### src/rtl/sirq_pkg.sv
package sirq_pkg;
    localparam int DATA_W     = 32;
    localparam int LVL_W      = 4;
    localparam int SOFT_LO    = 17;
    localparam int ALIAS_BIT  = 14;
    localparam int PAGE_SHIFT = 12;
    localparam logic [DATA_W-1:0] SOFT_MASK = 32'hFFFE_0000;

    typedef enum logic [1:0] {
        OFF_PEND = 2'd0,
        OFF_CLR  = 2'd1,
        OFF_SET  = 2'd2,
        OFF_RSV  = 2'd3
    } reg_off_e;

    typedef struct packed {
        logic [DATA_W-1:0] pend;
        logic              busy;
        logic              valid;
        logic [LVL_W-1:0]  level;
    } slot_st_t;

    typedef struct packed {
        logic [DATA_W-1:0] rdata;
    } bus_st_t;
endpackage

### src/rtl/sirq_prio_enc.sv
module sirq_prio_enc #(
    parameter int W  = 15,
    parameter int LW = 4
) (
    input  logic [W-1:0]  vec,
    output logic [LW-1:0] idx
);
    // Highest set bit, reported as position + 1; zero when nothing is set.
    always_comb begin
        idx = '0;
        for (int i = 0; i < W; i++) begin
            if (vec[i]) idx = LW'(i + 1);
        end
    end
endmodule

### src/rtl/sirq_cpu_slot.sv
module sirq_cpu_slot
    import sirq_pkg::*;
(
    input  logic              clk,
    input  logic              rst_n,
    input  logic [DATA_W-1:0] set_mask,
    input  logic [DATA_W-1:0] clr_mask,
    input  logic              ack,
    output logic [DATA_W-1:0] pend,
    output logic              req_valid,
    output logic [LVL_W-1:0]  req_level
);
    localparam int SOFT_W = DATA_W - SOFT_LO;

    slot_st_t         st_d, st_q;
    logic [LVL_W-1:0] top_lvl;
    logic             issue;

    sirq_prio_enc #(.W(SOFT_W), .LW(LVL_W)) u_enc (
        .vec (st_q.pend[DATA_W-1:SOFT_LO]),
        .idx (top_lvl)
    );

    always_comb begin
        st_d       = st_q;
        issue      = (top_lvl != '0) && !st_q.busy;
        st_d.valid = issue;
        st_d.level = issue ? top_lvl : '0;
        st_d.busy  = issue | (st_q.busy & ~ack);
        st_d.pend  = (st_q.pend & ~clr_mask) | set_mask;
    end

    always_ff @(posedge clk) begin
        if (!rst_n) st_q <= '0;
        else        st_q <= st_d;
    end

    assign pend      = st_q.pend;
    assign req_valid = st_q.valid;
    assign req_level = st_q.level;

    a_r8_single_pulse: assert property (@(posedge clk) disable iff (!rst_n)
        req_valid |=> !req_valid);
    a_r8_gated_while_busy: assert property (@(posedge clk) disable iff (!rst_n)
        st_q.busy |=> !req_valid);
    a_r7_level_nonzero: assert property (@(posedge clk) disable iff (!rst_n)
        req_valid |-> (req_level != '0));
    a_r10_needs_soft_pending: assert property (@(posedge clk) disable iff (!rst_n)
        req_valid |-> ($past(st_q.pend[DATA_W-1:SOFT_LO]) != '0));
    a_r4_clear_takes_effect: assert property (@(posedge clk) disable iff (!rst_n)
        (clr_mask != '0) |=> ((pend & $past(clr_mask & ~set_mask)) == '0));
endmodule

### src/rtl/softirq_bank.sv
module softirq_bank
    import sirq_pkg::*;
#(
    parameter int CPU_W = 4
) (
    input  logic                          clk,
    input  logic                          rst_n,
    input  logic                          bus_rd,
    input  logic                          bus_wr,
    input  logic [PAGE_SHIFT+CPU_W-1:2]   bus_addr,
    input  logic [DATA_W-1:0]             bus_wdata,
    output logic [DATA_W-1:0]             bus_rdata,
    input  logic                          hw_valid,
    input  logic                          hw_assert,
    input  logic [CPU_W-1:0]              hw_cpu,
    input  logic [LVL_W-1:0]              hw_level,
    input  logic [(1<<CPU_W)-1:0]         irq_ack,
    output logic [(1<<CPU_W)-1:0]         irq_valid,
    output logic [(1<<CPU_W)*LVL_W-1:0]   irq_level
);
    localparam int NUM_CPU = 1 << CPU_W;
    localparam int ADDR_W  = PAGE_SHIFT + CPU_W;

    logic [DATA_W-1:0] set_m  [NUM_CPU];
    logic [DATA_W-1:0] clr_m  [NUM_CPU];
    logic [DATA_W-1:0] pend_w [NUM_CPU];
    logic              in_win;
    reg_off_e          off;
    logic [CPU_W-1:0]  page;
    logic [DATA_W-1:0] soft_clr;
    logic [DATA_W-1:0] hw_bit;
    bus_st_t           bus_d, bus_q;

    always_comb begin
        in_win   = (bus_addr[PAGE_SHIFT-1:4] == '0);
        off      = reg_off_e'(bus_addr[3:2]);
        page     = bus_addr[ADDR_W-1:PAGE_SHIFT];
        soft_clr = bus_wdata & SOFT_MASK;
        if (bus_wdata[ALIAS_BIT]) soft_clr[DATA_W-1] = 1'b1;
        hw_bit   = DATA_W'(1) << hw_level;

        for (int c = 0; c < NUM_CPU; c++) begin
            set_m[c] = '0;
            clr_m[c] = '0;
            if (bus_wr && in_win && (page == CPU_W'(c))) begin
                case (off)
                    OFF_SET: set_m[c] = bus_wdata & SOFT_MASK;
                    OFF_CLR: clr_m[c] = soft_clr;
                    default: ;
                endcase
            end
            // hardware bits (1..15) never overlap the soft field (17..31)
            if (hw_valid && (hw_cpu == CPU_W'(c)) && (hw_level != '0)) begin
                if (hw_assert) set_m[c] = set_m[c] | hw_bit;
                else           clr_m[c] = clr_m[c] | hw_bit;
            end
        end

        bus_d = bus_q;
        if (bus_rd)
            bus_d.rdata = (in_win && off == OFF_PEND) ? pend_w[page] : '0;
    end

    always_ff @(posedge clk) begin
        if (!rst_n) bus_q <= '0;
        else        bus_q <= bus_d;
    end

    assign bus_rdata = bus_q.rdata;

    for (genvar g = 0; g < NUM_CPU; g++) begin : g_slot
        sirq_cpu_slot u_slot (
            .clk       (clk),
            .rst_n     (rst_n),
            .set_mask  (set_m[g]),
            .clr_mask  (clr_m[g]),
            .ack       (irq_ack[g]),
            .pend      (pend_w[g]),
            .req_valid (irq_valid[g]),
            .req_level (irq_level[g*LVL_W +: LVL_W])
        );
    end

    a_r2_reserved_reads_zero: assert property (@(posedge clk) disable iff (!rst_n)
        (bus_rd && (bus_addr[3:2] != 2'd0)) |=> (bus_rdata == '0));
    a_r5_outside_window_zero: assert property (@(posedge clk) disable iff (!rst_n)
        (bus_rd && (bus_addr[PAGE_SHIFT-1:4] != '0)) |=> (bus_rdata == '0));
    a_r2_rdata_holds: assert property (@(posedge clk) disable iff (!rst_n)
        !bus_rd |=> $stable(bus_rdata));
endmodule

### config.mk
export PLATFORM = sky130hd
export DESIGN_NAME = softirq_bank
export DESIGN_NICKNAME = d
export VERILOG_FILES = /design/src/rtl/sirq_pkg.sv /design/src/rtl/sirq_prio_enc.sv /design/src/rtl/sirq_cpu_slot.sv /design/src/rtl/softirq_bank.sv
export SDC_FILE = /design/constraint.sdc
export NUM_CORES = 2
export LEC_CHECK = 0
export CORE_MARGIN = 4
export CORE_UTILIZATION = 35
export DETAILED_ROUTE_END_ITERATION = 8
export SLEW_MARGIN = 40
export SYNTH_ARGS = -nofsm -noshare
export SYNTH_HDL_FRONTEND = slang
export SYNTH_SLANG_ARGS = --single-unit
export TNS_END_PERCENT = 30
### constraint.sdc
create_clock -name clk -period 5 [get_ports clk]
set_input_delay 0.75 -clock clk [delete_from_list [all_inputs] [get_ports clk]]
set_output_delay 0.75 -clock clk [all_outputs]
set_load 0.005 [all_outputs]
Word level (Yosys, flattened, before mapping)

Index checks and enable logic that the tools add are counted.

Output and inout port bits: 112
Bits of input ports: 76
Logic and storage cells: 690
Register bits after elaboration: 640

Reduce and logical (&&, ||, !) cells: 119
Mux-type cells: 343
Shift operators: 1
Eq/ne operators: 32
$lt $le $gt $ge: 1
Bitwise operators: 129

Operators by type and width:

| operator               | count |
|---|---|
| $mux W32               | 101 |
| $or A32 B32 Y32        | 48 |
| $mux W4                | 224 |
| $and A32 B32 Y32       | 16 |
| $not A32 Y32           | 16 |
| $bmux W32 S4           | 1 |
| $reduce_bool A4 Y1     | 17 |
| $logic_and A1 B1 Y1    | 66 |
| $eq A4 B4 Y1 const B   | 16 |
| $eq A4 B3 Y1 const B   | 8 |
| $reduce_and A2 Y1      | 16 |
| $shl A1 B4 Y32 const A | 1 |
| $mux W1                | 17 |
| $and A1 B1 Y1          | 16 |
| $eq A4 B2 Y1 const B   | 4 |
| $logic_not A1 Y1       | 16 |
| $not A1 Y1             | 16 |
| $or A1 B1 Y1           | 16 |
| $eq A4 B1 Y1 const B   | 2 |
| $logic_not A4 Y1       | 2 |
| $logic_not A8 Y1       | 1 |
| $ge A5 B5 Y1 const B   | 1 |
| $not A4 Y5             | 1 |
| $eq A2 B1 Y1 const B   | 1 |
| other kinds (2)        | 2 |

Depth between registers and ports, before layout

Word-level depth: 18
Mapped depth: 8
Gate-level depth less buffers: 5

Cells and area by module

Synthesis repeated with hierarchy kept, for this count alone.

Cells, all modules: 4564
Area, all modules: 39980.8 sq um

Modules (own cells, without submodules):

| module        | instances | area each (sq um) | cells an instance |
|---|---|---|---|
| sirq_cpu_slot | 16        | 1630.3            | 155 |
| softirq_bank  | 1         | 11633.7           | 1684 |
| sirq_prio_enc | 16        | 141.4             | 25 |

Worst setup path after synthesis

OpenSTA, ideal clock, no wires.

Path kind: input port to flip-flop
Start: input port bus_addr[13] (netlist bit)
End: register bus_q, in the netlist bus_rdata[17]
Library setup time: 0.120 ns
Arrival time: 2.551 ns
Slack: 2.329 ns
Path buffers: 4
Stages on the path: 8
Required time: 4.880 ns
Cell sequence: buf_2 buf_2 clkbuf_1 clkbuf_1 mux4_2 mux2i_1 nor2_1 a211o_1

Word-level cells in the longest chain between the ends: 5

RTL lines:

| item                                         | RTL line           | RTL |
|---|---|---|
| start, declared                              | softirq_bank.sv:10 | `input logic [PAGE_SHIFT+CPU_W-1:2] bus_addr,` |
| $not A4 Y5 (implied by the code)             | softirq_bank.sv:61 | `bus_d.rdata = (in_win && off == OFF_PEND) ? pend_w[page] : '0;` |
| $bmux W32 S4                                 | softirq_bank.sv:61 |  |
| $mux W32 (implied by the code) (2 in series) | softirq_bank.sv:61 |  |
| $mux W32                                     | softirq_bank.sv:61 |  |
| end signal, assigned                         | softirq_bank.sv:66 | `else bus_q <= bus_d;` |
| end, declared                                | softirq_bank.sv:32 | `bus_st_t bus_d, bus_q;` |

No other way between the ends. The select of a mux whose other input is x is not followed.
A chain may end at the register's enable or synchronous reset.

Worst setup path in the final report

Start: input port hw_level[0]
End: register g_slot[5].u_slot.st_q, in the netlist g_slot[5].u_slot.pend[8]

Word-level cells in the longest chain between the ends: 7

RTL lines:

| item                 | RTL line            | RTL |
|---|---|---|
| start, declared      | softirq_bank.sv:16  | `input logic [LVL_W-1:0] hw_level,` |
| $shl A1 B4 Y32       | softirq_bank.sv:40  | `hw_bit = DATA_W'(1) << hw_level;` |
| $or A32 B32 Y32      | softirq_bank.sv:55  | `else clr_m[c] = clr_m[c] \| hw_bit;` |
| $mux W32             | softirq_bank.sv:54  | `if (hw_assert) set_m[c] = set_m[c] \| hw_bit;` |
| $mux W32             | softirq_bank.sv:53  | `if (hw_valid && (hw_cpu == CPU_W'(c)) && (hw_level != '0)) begin` |
| $not A32 Y32         | sirq_cpu_slot.sv:30 | `st_d.pend = (st_q.pend & ~clr_mask) \| set_mask;` |
| $and A32 B32 Y32     | sirq_cpu_slot.sv:30 |  |
| $or A32 B32 Y32 (*)  | sirq_cpu_slot.sv:30 |  |
| end signal, assigned | sirq_cpu_slot.sv:35 | `else st_q <= st_d;` |
| end, declared        | sirq_cpu_slot.sv:15 | `slot_st_t st_d, st_q;` |

Mark *: on every way between the ends. The rest lies on a longest branch, timed or not.

==> results.py <==
metrics = {
    "outcome": {
        "run_status": "finished clean",
    },
    "yosys": {
        "synthesis.area_um2": 31060,
        "synth_nets": 3522,
        "yosys_warnings": 0,
        "synth_cells": 3446,
        "synth.distinct_cells": 54,
        "yosysMostFrequentCell": "dfxtp_1",
        "ys_async_sr_fraction": 0,
        "ys.flop_type": "dfxtp_1",
        "synthTopCellsByCount": "dfxtp_1, o21ai_0, nand2_1, a21oi_1, clkbuf_1",
        "ys_seq_elements": 624,
        "synthTopCellsByArea": "dfxtp_1, mux4_2, o21ai_0, mux2i_1, a21oi_1",
        "syn_avg_cell_area_um2": 9.015,
        "yosys.area.top_type_share": 0.4021,
        "yosysTopAreaCell": "dfxtp_1",
        "seq_area_frac_synth": 0.4021,
        "synth_edf_count": 0,
    },
    "power_and_ir_drop": {
        "p_sw_frac": 0.2412,
        "clkPwrFrac": 0.491,
        "p_leak_nw": 12.29,
        "p_switching_mw": 2.662,
        "pwr-share-seq": 0.451,
        "powerDensity_nw_per_um2": 310.5,
        "internal-power_mw": 8.373,
        "power_frac_comb": 0.059,
        "ir_worst_vdd_v": 0.0002958,
    },
    "critical_path": {
        "start_kind": "primary input",
        "crit_path_end_kind": "register",
        "cp_data_arrival_time_ns": 3.58,
        "r2r_cells": 5,
        "r2r-end": "g_slot[1].u_slot.st_q[5]$_SDFF_PN0_",
        "startpoint": "hw_level[0]",
        "rrSetupSlack_ns": 3.10,
        "worst-setup-path-type": "in -> reg",
        "worstPathMaxFanout": 15,
        "r2r_start": "g_slot[1].u_slot.pend[23]$_SDFF_PN0_",
        "required_ns": 5.53,
    },
    "grt": {
        "antenna_found_initial": 2,
        "track_usage": 0.2113,
        "grt_max_degree": 197,
        "grt_overflow": 0,
        "grt_pass1_vias": 25130,
        "grt_pass1_wl_um": 157000,
    },
    "sta": {
        "tns_ns": 0,
        "slew_headroom": 0.4110,
        "slew_viol_final": 0,
        "worst_pin_slew_ns": 0.8835,
        "period_minus_slack_ns": 3.046,
        "max_freq_mhz": 328.3,
        "holdWs_ns": 0.4560,
        "setup_violations": 0,
        "finalHoldViolations": 0,
        "rsz0062_at_grt": "false",
        "setup_slack_ns": 1.954,
        "fin_crit_sh": 0.6091,
        "fin_skew_ns": 0.02181,
    },
    "die": {
        "dieArea_um2": 93590,
        "die_w_um": 305.9,
        "pin_count": 188,
        "core-area_um2": 88240,
        "dieHeight_um": 305.9,
        "initial_core_util": 0.3521,
        "num_rows": 109,
    },
    "routing": {
        "wl_per_cell_um": 22.40,
        "routed_wl_um": 103300,
        "viasPerCell": 5.858,
        "dr.pass1.iters": 5,
        "drc": 0,
        "drt_iter0_drc": 2688,
        "dr_total_vias": 27010,
        "ant_nets": 0,
    },
    "place": {
        "hpwl_um": 65820,
        "dp_slack_ns": 1.436,
        "routabilityCongestion": 0.8475,
        "port_buffers": 171,
        "dp.cells": 4479,
    },
    "final_layout": {
        "multiInputGateArea_um2": 16600,
        "regArea_um2": 12490,
        "diodes": 0,
        "utilization": 0.4027,
        "nets": 3465,
        "area_delta_synth_final_pct": 14.40,
        "layout-drive-gt1-share": 0.1259,
        "final_cells": 4611,
        "fillerInstances": 8589,
    },
    "hold_path": {
        "whs_path_depth": 1,
        "hold_path.class": "reg -> reg",
        "worstHoldStart": "g_slot[2].u_slot.pend[0]$_SDFF_PN0_",
        "worstHoldEndpoint": "g_slot[2].u_slot.pend[0]$_SDFF_PN0_",
    },
    "clock_tree": {
        "cts_resized": 0,
        "cts_tree": "built",
        "holdBufCountCts": 0,
        "clock_path_buffers": 3,
        "cts-htree-levels": 3,
        "cts-buffers-inserted": 71,
        "clk_latency_ns": 0.62,
        "cts.sinks": 624,
        "clockRootBuffer": "clkbuf_16",
        "clk_pin_slew_ns": 0.06,
        "cts_setup_buffers": 0,
    },
    "flow_run": {
        "drv_cap": 0,
    },
}
metal layers:
metal,vias up,part of all wire,global-route usage
li1,12440,-,-
met1,13190,0.44,0.3030
met2,1197,0.45,0.3274
met3,182,0.079,0.03730
met4,0,0.028,0.05941
met5,-,0,0
logic make-up (layout without fill, tap and decap cells):
group / Yosys count / count (layout) / share of synthesized area
AND/OR/NAND/NOR: 885 / 885 / 0.1372
AO/OA/AOI/OAI: 1202 / 1202 / 0.2429
buffers and inverters: 426 / 426 / 0.06827
flip-flops: 624 / 624 / 0.4021
multiplexers: 309 / 309 / 0.1495
state kept, by name, indices dropped and copies added, names as in the netlist:
name	flops
g_slot.u_slot.pend	496
g_slot.u_slot.req_level	64
bus_rdata	32
g_slot.u_slot.req_valid	16
g_slot.u_slot.st_q	16
worst max path at each step:
stage | to | cells past startpoint
final | g_slot[5].u_slot.pend[8]$_SDFF_PN0_ | 6
after detailed placement | g_slot[5].u_slot.pend[6]$_SDFF_PN0_ | 6
after CTS | g_slot[5].u_slot.pend[6]$_SDFF_PN0_ | 6
after floorplan | bus_rdata[17]$_SDFFE_PN0P_ | 8
after global routing | g_slot[5].u_slot.pend[14]$_SDFF_PN0_ | 6
after global placement | g_slot[11].u_slot.pend[9]$_SDFF_PN0_ | 6
stage by stage:
step	power (mW)	cell area, um^2
4_1_cts	11.11	35470
3_5_place_dp	5.714	33070
2_1_floorplan	5.481	31060
6_report	11.04	35540
3_3_place_gp	5.708	32970
5_1_grt	11.34	35540
cells in the final DEF, fill, tap and decap left out, types with 19 or more instances in the layout:
| master | Yosys | layout |
|---|---|---|
| dfxtp_1 | 624 | 624 |
| o21ai_0 | 405 | 405 |
| nand2_1 | 321 | 319 |
| a21oi_1 | 309 | 309 |
| a211oi_1 | 198 | 198 |
| mux2i_1 | 185 | 185 |
| clkdlybuf4s50_1 | 0 | 165 |
| nor2_1 | 176 | 162 |
| nand3_1 | 138 | 137 |
| mux4_2 | 124 | 124 |
| a21boi_0 | 120 | 120 |
| clkbuf_16 | 0 | 74 |
| buf_4 | 82 | 71 |
| a211oi_2 | 48 | 48 |
| inv_1 | 47 | 47 |
| nor4_1 | 45 | 45 |
| nor2b_1 | 43 | 36 |
| a211o_1 | 35 | 35 |
| nor3_1 | 35 | 33 |
| nand2b_1 | 27 | 26 |
| and2_1 | 23 | 23 |
| o211ai_1 | 21 | 21 |
| or3_1 | 20 | 20 |
| clkbuf_8 | 4 | 19 |
critical path, cell delays in order:
cell and delay, ns:
clkdlybuf4s50_1 0.74, nor4_1 0.81, nor3b_1 0.21, nand2_1 0.69, o21ai_0 0.16, a21boi_0 0.21
power groups by stage:
| stage | clock network [mW] | logic [mW] | registers [mW] |
|---|---|---|---|
| global route | 5.68 | 0.681 | 4.97 |
| CTS | 5.50 | 0.631 | 4.97 |
| floorplan | 0 | 0.396 | 5.08 |
| finish | 5.42 | 0.646 | 4.97 |
| detailed placement | 0 | 0.629 | 5.08 |
| global placement | 0 | 0.623 | 5.08 |
area by class of cell:
| type | instances | share of cell area |
|---|---|---|
| multi-input combinational | 2396 | 0.4671 |
| clock inverter | 21 | 0.006514 |
| clock buffer | 109 | 0.06116 |
| sequential | 624 | 0.3515 |
| tap | 1165 | 0.04102 |
| inverter | 47 | 0.004964 |
| timing repair buffer | 249 | 0.06771 |
Power figures use the tool's default switching activity.
